## src/rtl/drm_pkg.sv

```systemverilog
package drm_pkg;
  localparam int unsigned IDX_W   = 16;
  localparam int unsigned AW      = 64;
  localparam int unsigned DW      = 128;
  localparam int unsigned LOG_W   = 5;
  localparam int unsigned LOG_MIN = 4;
  localparam int unsigned LOG_MAX = 15;

  // word index = reg_addr[3:2]
  localparam logic [1:0] OFS_CTRL  = 2'd0;
  localparam logic [1:0] OFS_DBELL = 2'd1;
  localparam logic [1:0] OFS_BASEL = 2'd2;
  localparam logic [1:0] OFS_BASEH = 2'd3;

  typedef enum logic [1:0] {
    ST_IDLE,
    ST_REQ,
    ST_WAIT,
    ST_OUT
  } fetch_state_e;

  typedef struct packed {
    logic [AW-1:0] addr;
    logic [31:0]   len;
  } desc_t;
endpackage

```

## src/rtl/drm_regs.sv

```systemverilog
module drm_regs
  import drm_pkg::*;
(
  input  logic             clk_i,
  input  logic             rst_ni,
  input  logic             we_i,
  input  logic [3:0]       addr_i,
  input  logic [31:0]      wdata_i,
  output logic             en_o,
  output logic             clr_o,
  output logic [IDX_W-1:0] mask_o,
  output logic [IDX_W-1:0] prod_o,
  output logic [AW-1:0]    base_o
);
  logic             en_q;
  logic [LOG_W-1:0] log_q;
  logic [IDX_W-1:0] prod_q;
  logic [AW-1:0]    base_q;
  logic [LOG_W-1:0] log_eff;
  logic [1:0]       widx;

  assign widx  = addr_i[3:2];
  assign clr_o = we_i && (widx == OFS_CTRL) && !wdata_i[0];

  always_ff @(posedge clk_i or negedge rst_ni) begin
    if (!rst_ni) begin
      en_q   <= 1'b0;
      log_q  <= LOG_W'(LOG_MIN);
      prod_q <= '0;
      base_q <= '0;
    end else if (we_i) begin
      case (widx)
        OFS_CTRL: begin
          en_q  <= wdata_i[0];
          log_q <= wdata_i[16 +: LOG_W];
        end
        OFS_DBELL: prod_q <= wdata_i[IDX_W-1:0];
        OFS_BASEL: base_q[31:0] <= wdata_i;
        default:   base_q[AW-1:32] <= wdata_i;
      endcase
    end
  end

  always_comb begin
    if (log_q < LOG_W'(LOG_MIN))      log_eff = LOG_W'(LOG_MIN);
    else if (log_q > LOG_W'(LOG_MAX)) log_eff = LOG_W'(LOG_MAX);
    else                              log_eff = log_q;
  end

  assign mask_o = IDX_W'((32'd1 << log_eff) - 32'd1);
  assign en_o   = en_q;
  assign prod_o = prod_q;
  assign base_o = base_q;
endmodule

```

## src/rtl/drm_parse.sv

```systemverilog
module drm_parse
  import drm_pkg::*;
(
  input  logic [DW-1:0] data_i,
  output desc_t         desc_o
);
  // bytes 0..3 reserved, 4..7 length, 8..15 address
  assign desc_o.len  = data_i[63:32];
  assign desc_o.addr = data_i[DW-1:64];
endmodule

```

## src/rtl/drm_fetch.sv

```systemverilog
module drm_fetch
  import drm_pkg::*;
(
  input  logic             clk_i,
  input  logic             rst_ni,
  input  logic             en_i,
  input  logic             clr_i,
  input  logic [IDX_W-1:0] mask_i,
  input  logic [IDX_W-1:0] prod_i,
  input  logic [AW-1:0]    base_i,
  output logic             req_valid_o,
  input  logic             req_ready_i,
  output logic [AW-1:0]    req_addr_o,
  input  logic             rsp_valid_i,
  input  desc_t            rsp_desc_i,
  output logic             out_valid_o,
  input  logic             out_ready_i,
  output desc_t            out_desc_o,
  output logic [IDX_W-1:0] cons_o
);
  fetch_state_e     state_q;
  logic [IDX_W-1:0] cons_q;
  logic [AW-1:0]    addr_q;
  desc_t            desc_q;
  logic             drop_q;
  logic [IDX_W-1:0] slot;

  assign slot = cons_q & mask_i;

  always_ff @(posedge clk_i or negedge rst_ni) begin
    if (!rst_ni) begin
      state_q <= ST_IDLE;
      cons_q  <= '0;
      addr_q  <= '0;
      desc_q  <= '0;
      drop_q  <= 1'b0;
    end else if (clr_i) begin
      cons_q <= '0;
      // an in-flight read must still drain its response
      if (state_q == ST_WAIT && !rsp_valid_i) drop_q <= 1'b1;
      else begin
        state_q <= ST_IDLE;
        drop_q  <= 1'b0;
      end
    end else begin
      case (state_q)
        ST_IDLE: if (en_i && cons_q != prod_i) begin
          addr_q  <= base_i + AW'({slot, 4'b0000});
          state_q <= ST_REQ;
        end
        ST_REQ: if (req_ready_i) state_q <= ST_WAIT;
        ST_WAIT: if (rsp_valid_i) begin
          if (drop_q) begin
            drop_q  <= 1'b0;
            state_q <= ST_IDLE;
          end else begin
            desc_q  <= rsp_desc_i;
            state_q <= ST_OUT;
          end
        end
        default: if (out_ready_i) begin
          cons_q  <= cons_q + 1'b1;
          state_q <= ST_IDLE;
        end
      endcase
    end
  end

  assign req_valid_o = (state_q == ST_REQ);
  assign req_addr_o  = addr_q;
  assign out_valid_o = (state_q == ST_OUT);
  assign out_desc_o  = desc_q;
  assign cons_o      = cons_q;
endmodule

```

## src/rtl/desc_ring_mgr.sv

```systemverilog
module desc_ring_mgr
  import drm_pkg::*;
(
  input  logic          clk_i,
  input  logic          rst_ni,
  input  logic          reg_we_i,
  input  logic [3:0]    reg_addr_i,
  input  logic [31:0]   reg_wdata_i,
  output logic          rd_req_valid_o,
  input  logic          rd_req_ready_i,
  output logic [63:0]   rd_req_addr_o,
  input  logic          rd_rsp_valid_i,
  input  logic [127:0]  rd_rsp_data_i,
  output logic          desc_valid_o,
  input  logic          desc_ready_i,
  output logic [31:0]   desc_len_o,
  output logic [63:0]   desc_addr_o
);
  logic             ctrl_en;
  logic             clr;
  logic [IDX_W-1:0] mask;
  logic [IDX_W-1:0] prod;
  logic [IDX_W-1:0] cons;
  logic [AW-1:0]    base;
  desc_t            rsp_desc;
  desc_t            out_desc;

  drm_regs u_regs (
    .clk_i   (clk_i),
    .rst_ni  (rst_ni),
    .we_i    (reg_we_i),
    .addr_i  (reg_addr_i),
    .wdata_i (reg_wdata_i),
    .en_o    (ctrl_en),
    .clr_o   (clr),
    .mask_o  (mask),
    .prod_o  (prod),
    .base_o  (base)
  );

  drm_parse u_parse (
    .data_i (rd_rsp_data_i),
    .desc_o (rsp_desc)
  );

  drm_fetch u_fetch (
    .clk_i       (clk_i),
    .rst_ni      (rst_ni),
    .en_i        (ctrl_en),
    .clr_i       (clr),
    .mask_i      (mask),
    .prod_i      (prod),
    .base_i      (base),
    .req_valid_o (rd_req_valid_o),
    .req_ready_i (rd_req_ready_i),
    .req_addr_o  (rd_req_addr_o),
    .rsp_valid_i (rd_rsp_valid_i),
    .rsp_desc_i  (rsp_desc),
    .out_valid_o (desc_valid_o),
    .out_ready_i (desc_ready_i),
    .out_desc_o  (out_desc),
    .cons_o      (cons)
  );

  assign desc_len_o  = out_desc.len;
  assign desc_addr_o = out_desc.addr;
endmodule

```

## config.mk

```make
export PLATFORM = sky130hd
export DESIGN_NAME = desc_ring_mgr
export DESIGN_NICKNAME = d
export VERILOG_FILES = /design/src/rtl/drm_pkg.sv /design/src/rtl/drm_regs.sv /design/src/rtl/drm_parse.sv /design/src/rtl/drm_fetch.sv /design/src/rtl/desc_ring_mgr.sv
export SDC_FILE = /design/constraint.sdc
export NUM_CORES = 1
export LEC_CHECK = 0
export BUFFER_PORTS_ARGS = -buffer_cell sky130_fd_sc_hd__buf_4
export CAP_MARGIN = 20
export CORE_MARGIN = 1.5
export CORE_UTILIZATION = 30
export DETAILED_ROUTE_END_ITERATION = 8
export PLACE_DENSITY = 0.57
export SLEW_MARGIN = 25
export SYNTH_ARGS = -nofsm -noshare
export SYNTH_HDL_FRONTEND = slang
export SYNTH_SLANG_ARGS = --single-unit
```

## constraint.sdc

```tcl
create_clock -name clk_i -period 3.9 [get_ports clk_i]
set_input_delay 0.39 -clock clk_i [delete_from_list [all_inputs] [get_ports clk_i]]
set_output_delay 0.39 -clock clk_i [all_outputs]
set_load 0.01 [all_outputs]
```

After elaboration in Yosys (flattened, before gate mapping)
Cells that the tools add are included.
{"block": "word_totals", "regBits": 265, "output_inout_bits": 162}
{"block": "classes", "bitwise_logic": 4, "eq_ne": 11, "n_mux": 17, "addsub": 3, "n_lt_le_gt_ge": 2, "n_reduce_logical": 23, "n_shift": 1}
{"operator": "64-bit by 20-bit adder with 64-bit output", "count": 1}
{"operator": "16-bit 2-to-1 mux", "count": 3}
{"operator": "16-bit by 1-bit adder with 16-bit output (second input constant)", "count": 1}
{"operator": "16-bit AND", "count": 1}
{"operator": "16-bit != test", "count": 1}
{"operator": "1-bit by 5-bit left shift with 16-bit output (first input constant)", "count": 1}
{"operator": "16-bit by 1-bit subtractor with 16-bit output (second input constant)", "count": 1}
{"operator": "2-bit 2-to-1 mux", "count": 7}
{"operator": "2-bit AND reduction", "count": 6}
{"operator": "5-bit 2-to-1 mux", "count": 2}
{"operator": "2-bit == test (second input constant)", "count": 3}
{"operator": "2-bit case mux with 3 select lines", "count": 1}
{"operator": "2-bit nonzero test", "count": 3}
{"operator": "3-bit OR reduction", "count": 2}
{"operator": "5-bit by 4-bit greater-than comparator with 1-bit output (second input constant)", "count": 1}
{"operator": "5-bit by 3-bit less-than comparator with 1-bit output (second input constant)", "count": 1}
{"operator": "5-bit AND reduction", "count": 1}
{"operator": "5-bit nonzero test", "count": 1}
{"operator": "2-bit by 1-bit == test with 1-bit output (second input constant)", "count": 2}
{"operator": "1-bit logical AND", "count": 4}
{"operator": "2-bit zero test", "count": 2}
{"operator": "1-bit 2-to-1 mux", "count": 4}
{"operator": "4-bit AND reduction", "count": 1}
{"operator": "3-bit by 1-bit != test with 1-bit output (second input constant)", "count": 1}
{"operator": "7 further kinds", "count": 10}

Longest topological paths before layout
Gate-level depths: netlist of run 1.
{"block": "logic_depth", "depth_word": 7, "ltp_mapped": 17, "depth_no_buf": 14}

Modules after synthesis
From an unflattened synthesis of run 1, not the netlist that was laid out.
{"block": "unflattened", "hier_cells": 1157, "area_unflattened_um2": 13127.6}
{"mod": "drm_fetch", "n_inst": 1, "cells_each": 830, "area_per_inst_um2": 8946.1, "seq_area_each_um2": 4479.3}
{"mod": "drm_regs", "n_inst": 1, "cells_each": 231, "area_per_inst_um2": 3460.8, "seq_area_each_um2": 2153.3}
{"mod": "drm_parse", "n_inst": 1, "cells_each": 96, "area_per_inst_um2": 720.7, "seq_area_each_um2": 0.0}

Worst setup path before layout of run 1
Ideal clock, no wire load.
{"block": "synth_timing", "path_type": "flip-flop to flip-flop", "from": "reg u_regs.log_q[2]", "to": "reg u_fetch.addr_q[58] (netlist: u_fetch.req_addr_o[58])", "synth_period_minus_slack_ns": 2.991, "path_stages_with_launch": 15, "t_arrival_ns": 2.909, "setup_ns": 0.082, "setup_slack_ns": 0.909, "cell_sequence": "dfstp_2 -> clkbuf_1 -> o21ai_0 -> nand2_1 -> xnor2_1 -> and2_1 -> ha_1 -> o21a_2 -> o31ai_2 -> a21oi_2 -> a41o_2 -> a41oi_4 -> buf_6 -> or4_1 -> a31oi_1"}
{"block": "synth_between", "elab_chain_len": 7, "word_cells_on_any_way": 8}
{"element": "start, declared", "line_no": "drm_regs.sv:16", "rtl": "logic [LOG_W-1:0] log_q;"}
{"element": "start signal, assigned", "line_no": "drm_regs.sv:28", "rtl": "log_q <= LOG_W'(LOG_MIN);"}
{"element": "start signal, assigned", "line_no": "drm_regs.sv:35", "rtl": "log_q <= wdata_i[16 +: LOG_W];"}
{"element": "5-bit by 4-bit greater-than comparator with 1-bit output", "line_no": "drm_regs.sv:46", "rtl": "else if (log_q > LOG_W'(LOG_MAX)) log_eff = LOG_W'(LOG_MAX);"}
{"element": "5-bit 2-to-1 mux", "line_no": "drm_regs.sv:46"}
{"element": "5-bit 2-to-1 mux *", "line_no": "drm_regs.sv:45", "rtl": "if (log_q < LOG_W'(LOG_MIN)) log_eff = LOG_W'(LOG_MIN);"}
{"element": "1-bit by 5-bit left shift with 16-bit output *", "line_no": "drm_regs.sv:50", "rtl": "assign mask_o = IDX_W'((32'd1 << log_eff) - 32'd1);"}
{"element": "16-bit by 1-bit subtractor with 16-bit output *", "line_no": "drm_regs.sv:50"}
{"element": "16-bit AND *", "line_no": "drm_fetch.sv:28", "rtl": "assign slot = cons_q & mask_i;"}
{"element": "64-bit by 20-bit adder with 64-bit output *", "line_no": "drm_fetch.sv:48", "rtl": "addr_q <= base_i + AW'({slot, 4'b0000});"}
{"element": "end signal, assigned", "line_no": "drm_fetch.sv:48"}
{"element": "end, declared", "line_no": "drm_fetch.sv:23", "rtl": "logic [AW-1:0] addr_q;"}
Every way passes the cells marked *; elsewhere a longest branch is shown, timed or not.
A chain may end at the register's enable or synchronous reset.

Final worst setup path of run 1
{"block": "layout_timing", "from": "reg u_regs.log_q[0]", "to": "reg u_fetch.addr_q[41] (netlist: u_fetch.req_addr_o[41])"}
The elaborated chain is that of the path after synthesis.

==> results of run 1 <==
[layout make-up]
| cell class | count | area, um^2 |
|---|---|---|
| Inverter | 15 | 56.3 |
| Fill cell | 3980 | 24400 |
| Timing Repair Buffer | 312 | 2410 |
| Clock buffer | 50 | 1020 |
| Sequential cell | 265 | 6630 |
| Multi-Input combinational cell | 722 | 5420 |
| Clock inverter | 7 | 93.8 |
| Tap cell | 532 | 666 |
[flip-flops by register name, indices dropped and copies added, names as in the netlist]
signal / flops
u_fetch.cons_o: 16
u_fetch.out_desc_o: 96
u_regs.en_o: 1
u_fetch.state_q: 2
u_regs.log_q: 5
u_regs.base_o: 64
u_regs.prod_o: 16
u_fetch.drop_q: 1
u_fetch.req_addr_o: 64
[where the power goes]
group	internal, W	switching (W)	leakage (nW)	total (W)
registers	0.00378	0.000719	3.19	0.00450
logic	0.00208	0.00179	3.52	0.00387
clock network	0.00195	0.00120	0.542	0.00315
[logic make-up (layout without fill, tap and decap cells)]
group / count (synthesis) / after routing / synth area share, %
AOI/OAI and AO/OA: 153 / 153 / 7.72
xor gates and xnor gates: 65 / 65 / 4.61
adders and majority gates: 24 / 24 / 2.49
buffers and inverters: 72 / 384 / 2.49
DFF: 265 / 265 / 53.7
muxes: 182 / 182 / 16.6
other: 2 / 3 / 0.0608
and+or+nand+nor: 295 / 295 / 12.3
[worst max-delay path, cell delays in order, from the launching register on]
cell	delay, ns
dfrtp_1	0.46
o21ai_0	0.20
a21oi_1	0.09
o21a_1	0.17
ha_1	0.36
inv_1	0.09
o21ai_0	0.39
o21ai_0	0.24
o31a_1	0.29
buf_4	0.22
nor4_1	0.38
xnor2_1	0.26
o21ai_1	0.09
[cell usage in the layout (no fill, tap or decap), drive strengths merged, types with 7 or more instances in the layout]
master / Yosys / layout
and3: 17 / 17
and2: 11 / 11
buf: 20 / 311
o31ai: 18 / 18
nor2b: 7 / 7
xnor2: 34 / 34
a31oi: 21 / 21
xor2: 31 / 31
a21oi: 28 / 28
nor2: 48 / 48
nor3: 15 / 15
inv: 15 / 16
mux2: 181 / 181
nand4: 20 / 20
nor4: 9 / 9
o21ai: 57 / 57
dfrtp: 264 / 264
nand2: 90 / 90
clkbuf: 37 / 50
ha: 23 / 23
or4: 19 / 19
nand3: 30 / 30
[layer usage]
layer,vias to the layer above,track usage [%],wire length [um]
met3,47,3.36,1770
met1,4561,22.9,15900
met5,-,0,17
li1,4373,-,-
met2,238,24.9,16800
met4,2,4.50,678
[through the flow]
stage | utilization (%) | instances | hold slack [ns]
floorplan | - | 1059 | 0.0944
finish | 40.0 | 1903 | 0.0663
detailed placement | 37.3 | 1845 | 0.451
global route | 40.0 | 1903 | 0.0482
global placement | 37.2 | 1844 | 0.457
CTS | 40.0 | 1903 | 0.0347
[worst paths after layout]
check,start,end,slack (ns),cells after the start
setup / recovery,u_regs.log_q[0],u_fetch.req_addr_o[41],0.52,12
hold / removal,rd_rsp_valid_i,u_fetch.drop_q,0.07,2
setup reg to reg,u_regs.log_q[0],u_fetch.req_addr_o[41],0.52,12
hold reg to reg,u_regs.base_o[1],u_fetch.req_addr_o[1],0.47,2
max in group asynchronous,rst_ni,u_fetch.out_desc_o[16],2.37,3
min in group asynchronous,rst_ni,u_fetch.out_desc_o[31],0.49,2
==> impl_results.md, run 1 <==
- Max cap viols: 0
- Initial antenna violation count: 1
- Pwr Density: around 700 nW/um^2
- Final setup skew: 0.0109 ns
- Area growth syn-to-layout: 32.0%
- Die W: 206 um
- Worst Max-Slew Pin Slew: 0.934 ns
- Grt ovf: 0
- Root buffer cell: clkbuf_16
- Core area: 40700 um^2
- Final setup fails: 0
- Share of the synthesized area in the top cell type: 53.5%
- Dominant cell type by area after synthesis: dfrtp_1
- Post-Place Worst Slack: 0.584 ns
- Clock buffer count from CTS: 35
- Wire per inst: 18.4 um
- RePlAce Congestion: 0.793
- Initial Util: 30.3%
- Main flop type after synthesis: dfrtp_1
- Crit start category: flip-flop
- Vias in the first global route: 9004
- Final net count: 1545
- Total clock sinks: 265
- Post-CTS Repair Setup Buffers: 0
- Gr usage total: about 16%
- Min-Delay Path Class: input pin to flip-flop
- Standard-cell rows: 74
- Dominant cell by count in the synthesized netlist: dfrtp_1
- Pre-Repair DR Iteration Count: 5
- I/O pins: 332
- H-Tree Depth: 2
- F_max: 296 MHz
- Peak fanout along the critical path: 22
- #FFs+latches synth: 265
- Worst setup EP type: flip-flop
- Port Buffers: 297
- Count of final max-slew check failures: 0
- Post-route ant nets: 0
- # DRC: 0
- Via/cell ratio: 4.85
- RSZ-0062 raised after global routing: no
- Die ar.: 42400 um^2
- Synth area leaders: dfrtp_1 (53%), mux2_2 (17%), nand2_1 (2.7%)
- Run status: complete, no violations
- Number of distinct library cells after synthesis: 61
- Clk slew on worst S/H paths: 0.06 ns
- EDFF count, synth: 0
- Final HPWL DP: 25.2 mm
- Rel. slew slack: 37.6%
- N_diodes: 0
- Post-route cell area: ~16000 um^2
- Post-synth top cells: dfrtp_1 (264), mux2_2 (181), nand2_1 (90), o21ai_0 (53), nor2_1 (48)
- CTS Hold Bufs: 1
- Clock Latency Late Sink: 0.52 ns
- Largest net degree at the start of global routing: 100
- Mapped cell area: about 12000 um^2
- Critical Path RT: 4.29 ns
- Layout cells sized above 1: 40.5%
- Number of DRC markers in iteration 0: 543
- Hold Vio Cnt, Final: 0
- Die height: about 210 um
- Post-Synthesis Cells: 1058
- Leak: 7.26 nW
- Fin worst setup slack: 0.520 ns
- Syn Area/Cell: 11.7 um^2
- CP Class: flip-flop to flip-flop
- Worst-case vdd ir drop: 0.000390 V
- Area after DPL: ~15000 um^2
- Post-synthesis sequential area ratio: 53.7%
- Data arrival, critical path: 3.77 ns
- Routed WL: 35.1 mm
- Clock tree buffer depth: 3
- Via count: 9221
- CTS tree: done
- Async S/R FF share, synth: 100%
- First-pass GRT wire length: between 50 and 60 mm
- Post-CTS sizing: 0
- Final worst path period share: 86.7%
- Setup TNS: 0 ns
- Warnings from Yosys: 0
- Power, Total: 0.0115 W
- Final min period: between 3 and 4 ns
Note: power is estimated with default switching activity, not from simulation.
==> run 2, diff against run 1 <==
Settings changed: CTS_CLUSTER_DIAMETER set to 120.
Clock period 3.9 ns to 3.3 ns, I/O delays scaled along.
==> impl_results.md, run 2 (synthesis gave the netlist of run 1 again) <==
- Die W: 206 um (unchanged)
- Met1 Usage GRT: 22.8% (-0.081 points)
- Routed WL: 35.2 mm (+0.47%)
- Layout cells sized above 1: 41.6% (+1.2 points)
- # DRC: 0 (unchanged)
- Max cap viols: 0 (unchanged)
- Core area: 40700 um^2 (unchanged)
- Peak fanout along the critical path: 41 (+86%)
- I/O pins: 332 (unchanged)
- Grt met2 use: 25.1% (+0.19 points)
- Clock Latency Late Sink: 0.52 ns (about the same)
- Worst-case vdd ir drop: 0.000460 V (+18%)
- Die height: 206 um (unchanged)
- Port Buffers: 297 (unchanged)
- Worst Max-Slew Pin Slew: 0.900 ns (-0.0336 ns)
- Via/cell ratio: 4.83 (-0.23%)
- Reg2reg start: u_regs.log_q[0]
- Via count: 9287 (+0.72%)
- FF-to-FF setup slack: 0.19 ns (-0.33 ns)
- Pwr Density: 831 nW/um^2 (+18%)
- Final net count: 1558 (+0.84%)
- Data arrival, critical path: 3.52 ns (-0.25 ns)
- Internal Power: 0.00930 W (+19%)
- Critical Path RT: 3.71 ns (-0.58 ns)
- Vias in the first global route: 9051 (+0.52%)
- NetSw: 0.00440 W (+18%)
- Final min period: 3.11 ns (-0.269 ns)
- H-Tree Depth: 2 (unchanged)
- Min-Delay Path Class: input pin to flip-flop
- F_max: 321 MHz (+8.7%)
- Largest net degree at the start of global routing: 98 (-2.0%)
- Area growth syn-to-layout: 33.5%
- Comb pwr share: 33.9% (+0.3 points)
- GRT Max-Usage Layer: met2
- Final HPWL DP: 25.6 mm (+1.3%)
- Power, Total: 0.0137 W (+19%)
- Number of DRC markers in iteration 0: 406 (-25%)
- RePlAce Congestion: 0.802 (+1.1%)
- Initial antenna violation count: 2 (+1)
- Run status: complete, no violations
- Most frequent cells in the layout: buf_4 (317), dfrtp_1 (262), mux2_2 (181)
- Final setup skew: 0.0330 ns (+0.0221 ns)
- Crit start category: flip-flop
- Leak: 7.35 nW (+1.1%)
- Worst Reg-to-Reg Cells: 13 (+1)
- Standard-cell rows: 74 (unchanged)
- Clk slew on worst S/H paths: 0.06 ns (about the same)
- Initial Util: 30.3% (unchanged)
- Count of final max-slew check failures: 0 (unchanged)
- First-pass GRT wire length: 53.4 mm (+1.2%)
- Seq pwr share: 38.7% (-0.4 points)
- RR Endpoint: u_fetch.req_addr_o[58]
- Max reg flops: 96 (unchanged)
- Final worst path period share: 94.3% (+7.6 points)
- Total clock sinks: 265 (unchanged)
- Post-Place Worst Slack: 0.0847 ns (-0.500 ns)
- Fin worst setup slack: 0.189 ns (-0.331 ns)
- Wire per inst: 18.3 um (-0.47%)
- CTS tree: done
- Met3 Use GR: 3.56% (+0.20 points)
- Pre-Repair DR Iteration Count: 5 (unchanged)
- Root buffer cell: clkbuf_16
- Final setup fails: 0 (unchanged)
- Sw frac: 32.1% (-0.13 points)
- Clock buffer count from CTS: 34 (-2.9%)
- Rel. slew slack: 39.8% (+2.2 points)
- Hold Vio Cnt, Final: 0 (unchanged)
- Crit path from: u_regs.log_q[0]
- Critical Path Sink: u_fetch.req_addr_o[58]
- Grt ovf: 0 (unchanged)
- Post-route ant nets: 0 (unchanged)
- Gr usage total: 16.2% (+0.082 points)
- Die ar.: 42400 um^2 (unchanged)
- Clock tree buffer depth: 3 (unchanged)
- Worst setup EP type: flip-flop
- Clock share of power: 27.4% (about the same)
- CP Class: flip-flop to flip-flop
- Leading cell type in the layout, fill and taps excluded: buf_4
==> run 2: cell types whose count changed in the layout (fill, tap and decap cells not counted), sizes merged <==
cell and delta:
bufinv +1, clkinv +2, dlygate4sd3 +1, buf +13
diode +1
==> run 2: final cells by class <==
type / count / area, um^2
diodes: 1 / 2.50
clock buffers: 50 / 1000
clock inverters: 10 / 134
fillers: 4013 / 24300
inverters: 15 / 56.3
multi-input cells: 722 / 5460
flip-flops and latches: 265 / 6640
well taps: 532 / 666
repair buffers: 326 / 2530
==> run 2: power by group through the flow <==
stage	sequential, W	combinational [W]	clock [W]
after floorplan	0.00560	0.00191	0
after detailed placement	0.00536	0.00470	0
after global placement	0.00531	0.00463	0
final	0.00530	0.00464	0.00375
after global routing	0.00549	0.00505	0.00400
after CTS	0.00532	0.00471	0.00386
==> run 2: stage by stage <==
step,utilization [%],instances,TNS (ns),cell area [um^2],hold WS (ns)
CTS,40.4,1919,0,16400,0.00785
finish,40.5,1921,0,16500,0.0402
global route,40.5,1921,-0.000498,16500,0.0189
global placement,37.5,1857,0,15300,0.431
detailed placement,37.5,1857,0,15300,0.436
floorplan,-,1059,0,12400,0.0344
==> run 2: how the worst min path moves through the flow <==
stage / from / endpoint / slack, ns / cells past startpoint
after floorplan: rst_ni / u_fetch.cons_o[0] / 0.03 / 0
after global placement: rst_ni / u_regs.prod_o[11] / 0.43 / 1
after detailed placement: rst_ni / u_regs.prod_o[13] / 0.44 / 1
after CTS: rd_rsp_data_i[68] / u_fetch.out_desc_o[36] / 0.008 / 2
after global routing: rd_rsp_data_i[38] / u_fetch.out_desc_o[6] / 0.02 / 2
final: rd_rsp_data_i[106] / u_fetch.out_desc_o[74] / 0.04 / 2
==> run 2: routing by layer <==
metal  part of all wire (%)  vias to the layer above  wire (um)
li1                       -                     4388          -
met4                    2.0                        2        705
met5                  0.048                        -         17
met1                     45                     4629      15900
met2                     47                      220      16700
met3                    5.3                       48       1850
==> run 2: timing repair <==
item / 4_1_cts / 5_1_grt
hold buffers: 2 / 0
endpoints found under the setup margin: 0 / 35
setup buffers: 0 / 1
endpoints found under the hold margin: 92 / 0
gates resized for setup: 0 / 9
==> run 2: worst max-delay path, cell delays in order, from the launching register on <==
cell and delay, ns:
dfrtp_2 0.46, o21ai_0 0.19, nand2_1 0.09, xnor2_1 0.12
and2_1 0.18, ha_4 0.29, o21a_2 0.13, o31ai_2 0.08
a21oi_2 0.18, a41o_2 0.27, a41oi_4 0.14, buf_12 0.20
or4_1 0.48, a31oi_1 0.20
==> run 3, diff against run 2 <==
Settings changed: CELL_PAD_IN_SITES_DETAIL_PLACEMENT set to 0, CELL_PAD_IN_SITES_GLOBAL_PLACEMENT set to 1, CORE_UTILIZATION 30 to 41, GPL_TIMING_DRIVEN set to 0, PLACE_DENSITY 0.57 to 0.86.
==> impl_results.md, run 3 (synthesis gave the netlist of run 1 again) <==
- Hold Crit Start: rd_rsp_data_i[122]
- Final min period: 3.22 ns (+0.113 ns)
- Max cap viols: 0 (unchanged)
- Wire per inst: 18.9 um (+3.1%)
- Clock tree buffer depth: 3 (unchanged)
- Worst Reg-to-Reg Cells: 13 (unchanged)
- Initial Util: 41.7% (+11 points)
- CTS tree: done
- Post-Place Worst Slack: -0.545 ns (-0.630 ns)
- Number of DRC markers in iteration 0: 577 (+42%)
- Vias in the first global route: 9916 (+9.6%)
- Die ar.: 31200 um^2 (-26%)
- Slowest-stage cell, CP: dfstp_2
- Final net count: 1640 (+5.3%)
- Count of final max-slew check failures: 0 (unchanged)
- Worst Max-Slew Pin Slew: 0.752 ns (-0.148 ns)
- Post-route ant nets: 0 (unchanged)
- Critical Path RT: 3.76 ns (+0.05 ns)
- H-Tree Depth: 1 (-1)
- Final setup skew: 0.00842 ns (-0.0246 ns)
- Final hold slack: 0.0146 ns (-0.0256 ns)
- WHS Endpoint: u_fetch.out_desc_o[90]
- CP Class: flip-flop to flip-flop
- Fillers: 2545 (-37%)
- Leak: 7.55 nW (+2.9%)
- Core area: 29600 um^2 (-27%)
- Min-Delay Path Class: input pin to flip-flop
- Hold Vio Cnt, Final: 0 (unchanged)
- Gr usage total: 21.6% (+5.4 points)
- Pwr Density: 801 nW/um^2 (-3.5%)
- Largest net degree at the start of global routing: 77 (-21%)
- RSZ-0062 raised after global routing: yes
- Clock Latency Late Sink: 0.55 ns (+0.03 ns)
- Run status: complete, no violations
- Met3 Use GR: 3.49% (-0.075 points)
- I/O pins: 332 (unchanged)
- F_max: 310 MHz (-3.5%)
- Met1 Usage GRT: 29.2% (+6.4 points)
- Worst-case vdd ir drop: 0.000580 V (+26%)
- Worst setup EP type: flip-flop
- Routed WL: 35.1 mm (-0.29%)
- Port Buffers: 297 (unchanged)
- Initial antenna violation count: 0 (-2)
- Fin worst setup slack: 0.0759 ns (-0.113 ns)
- GRT Max-Usage Layer: met2
- Area after DPL: 15200 um^2 (-0.79%)
- Max reg flops: 96 (unchanged)
- Clock buffer count from CTS: 31 (-8.8%)
- Setup TNS: 0 ns (unchanged)
- First-pass GRT wire length: 53.6 mm (+0.31%)
- Rel. slew slack: 49.7% (+9.9 points)
- Reg2reg start: u_regs.log_q[2]
- Root buffer cell: clkbuf_16
- Via count: 9841 (+6.0%)
- Worst path cell trace: buf_4 -> nand3_1 -> a21boi_2 -> ha_2 -> a21oi_1 -> o21ai_0 -> a41o_1 -> a41o_4 -> a41oi_4 -> buf_6 -> buf_4 -> o31ai_1 -> a31oi_1
- Crit path top cell by count: buf_4
- Grt ovf: 0 (unchanged)
- Most frequent cells in the layout: buf_4 (316), dfrtp_1 (259), mux2_2 (181)
- Clk slew on worst S/H paths: 0.06 ns (about the same)
- Hold depth: 2 (unchanged)
- Final worst path period share: 97.7% (+3.4 points)
- Power, Total: 0.0135 W (-1.5%)
- Leading cell type in the layout, fill and taps excluded: buf_4
- Standard-cell rows: 63 (-15%)
- RePlAce Congestion: 0.862 (+7.5%)
- Post-route cell area: 16800 um^2 (+2.1%)
- Die W: 177 um (-14%)
- Area growth syn-to-layout: 36.3%
- Via/cell ratio: 5.30 (+9.6%)
- Die height: 177 um (-14%)
- Crit start category: flip-flop
- Data arrival, critical path: 3.68 ns (+0.16 ns)
- Final setup fails: 0 (unchanged)
- # DRC: 0 (unchanged)
- Pre-Repair DR Iteration Count: 5 (unchanged)
- Total clock sinks: 265 (unchanged)
- RR Endpoint: u_fetch.req_addr_o[28]
- FF-to-FF setup slack: 0.08 ns (-0.11 ns)
- N_diodes: 0 (-1)
- Peak fanout along the critical path: 10 (-76%)
- Grt met2 use: 35.4% (+10 points)
- Worst path max stage delay: 0.55 ns (+0.07 ns)
- Final HPWL DP: 25.5 mm (-0.16%)
- Layout cells sized above 1: 41.6% (-0.090 points)
run 3: layer usage:
metal,up-vias,part of all wire [%]
met5,-,0
met4,0,2.7
met3,73,6.0
met2,338,49
met1,4871,43
li1,4559,-
run 3: area by class of cell:
| cell class | instances | area [um^2] | share of cell area (%) |
|---|---|---|---|
| multi-input cells | 722 | 5560 | 33.0 |
| clock buffers | 43 | 881 | 5.23 |
| inverters | 15 | 56.3 | 0.334 |
| well taps | 390 | 488 | 2.90 |
| clock inverters | 12 | 126 | 0.750 |
| plain buffers | 54 | 255 | 1.52 |
| flip-flops and latches | 265 | 6640 | 39.4 |
| repair buffers | 357 | 2840 | 16.9 |
run 3: worst max-delay path, delay by kind of cell, from the launching register on:
kind / cells / cell delay [ns]
flip-flops: 1 / 0.55
AO/OA/AOI/OAI: 8 / 1.60
AND/OR/NAND/NOR: 1 / 0.11
adder cells (fa/ha/maj): 1 / 0.35
buffers and inverters: 3 / 0.52
run 3: worst max path at each step:
stage | startpoint | to | slack (ns) | cells after the start
floorplan | u_regs.log_q[2] | u_fetch.req_addr_o[58] | 0.31 | 14
global placement | u_regs.log_q[2] | u_fetch.req_addr_o[31] | -0.60 | 13
detailed placement | u_regs.log_q[2] | u_fetch.req_addr_o[31] | -0.55 | 13
CTS | u_regs.log_q[0] | u_fetch.req_addr_o[31] | 0.01 | 14
global route | u_regs.log_q[0] | u_fetch.req_addr_o[58] | -0.07 | 14
finish | u_regs.log_q[2] | u_fetch.req_addr_o[28] | 0.08 | 13
run 3: through the flow:
| step | instances | utilization [%] |
|---|---|---|
| after floorplan | 1059 | - |
| after global placement | 1746 | 50.9 |
| after detailed placement | 1749 | 51.2 |
| after CTS | 1837 | 55.8 |
| after global routing | 1858 | 56.8 |
| final | 1858 | 56.8 |
run 3: repair_timing:
item,in CTS,in global routing
resized for setup,10,43
buffers inserted,3,18
cloned,0,2
pin swaps,3,15
hold buffers,33,1
endpoints found under the setup margin,41,42
hold endpoints to repair,105,1
run 3: power by group:
group | total (W) | internal, W | switching [W] | leakage (nW)
Clock | 0.00337 | 0.00201 | 0.00136 | 0.494
Sequential | 0.00531 | 0.00447 | 0.000842 | 3.19
Combinational | 0.00481 | 0.00256 | 0.00225 | 3.87
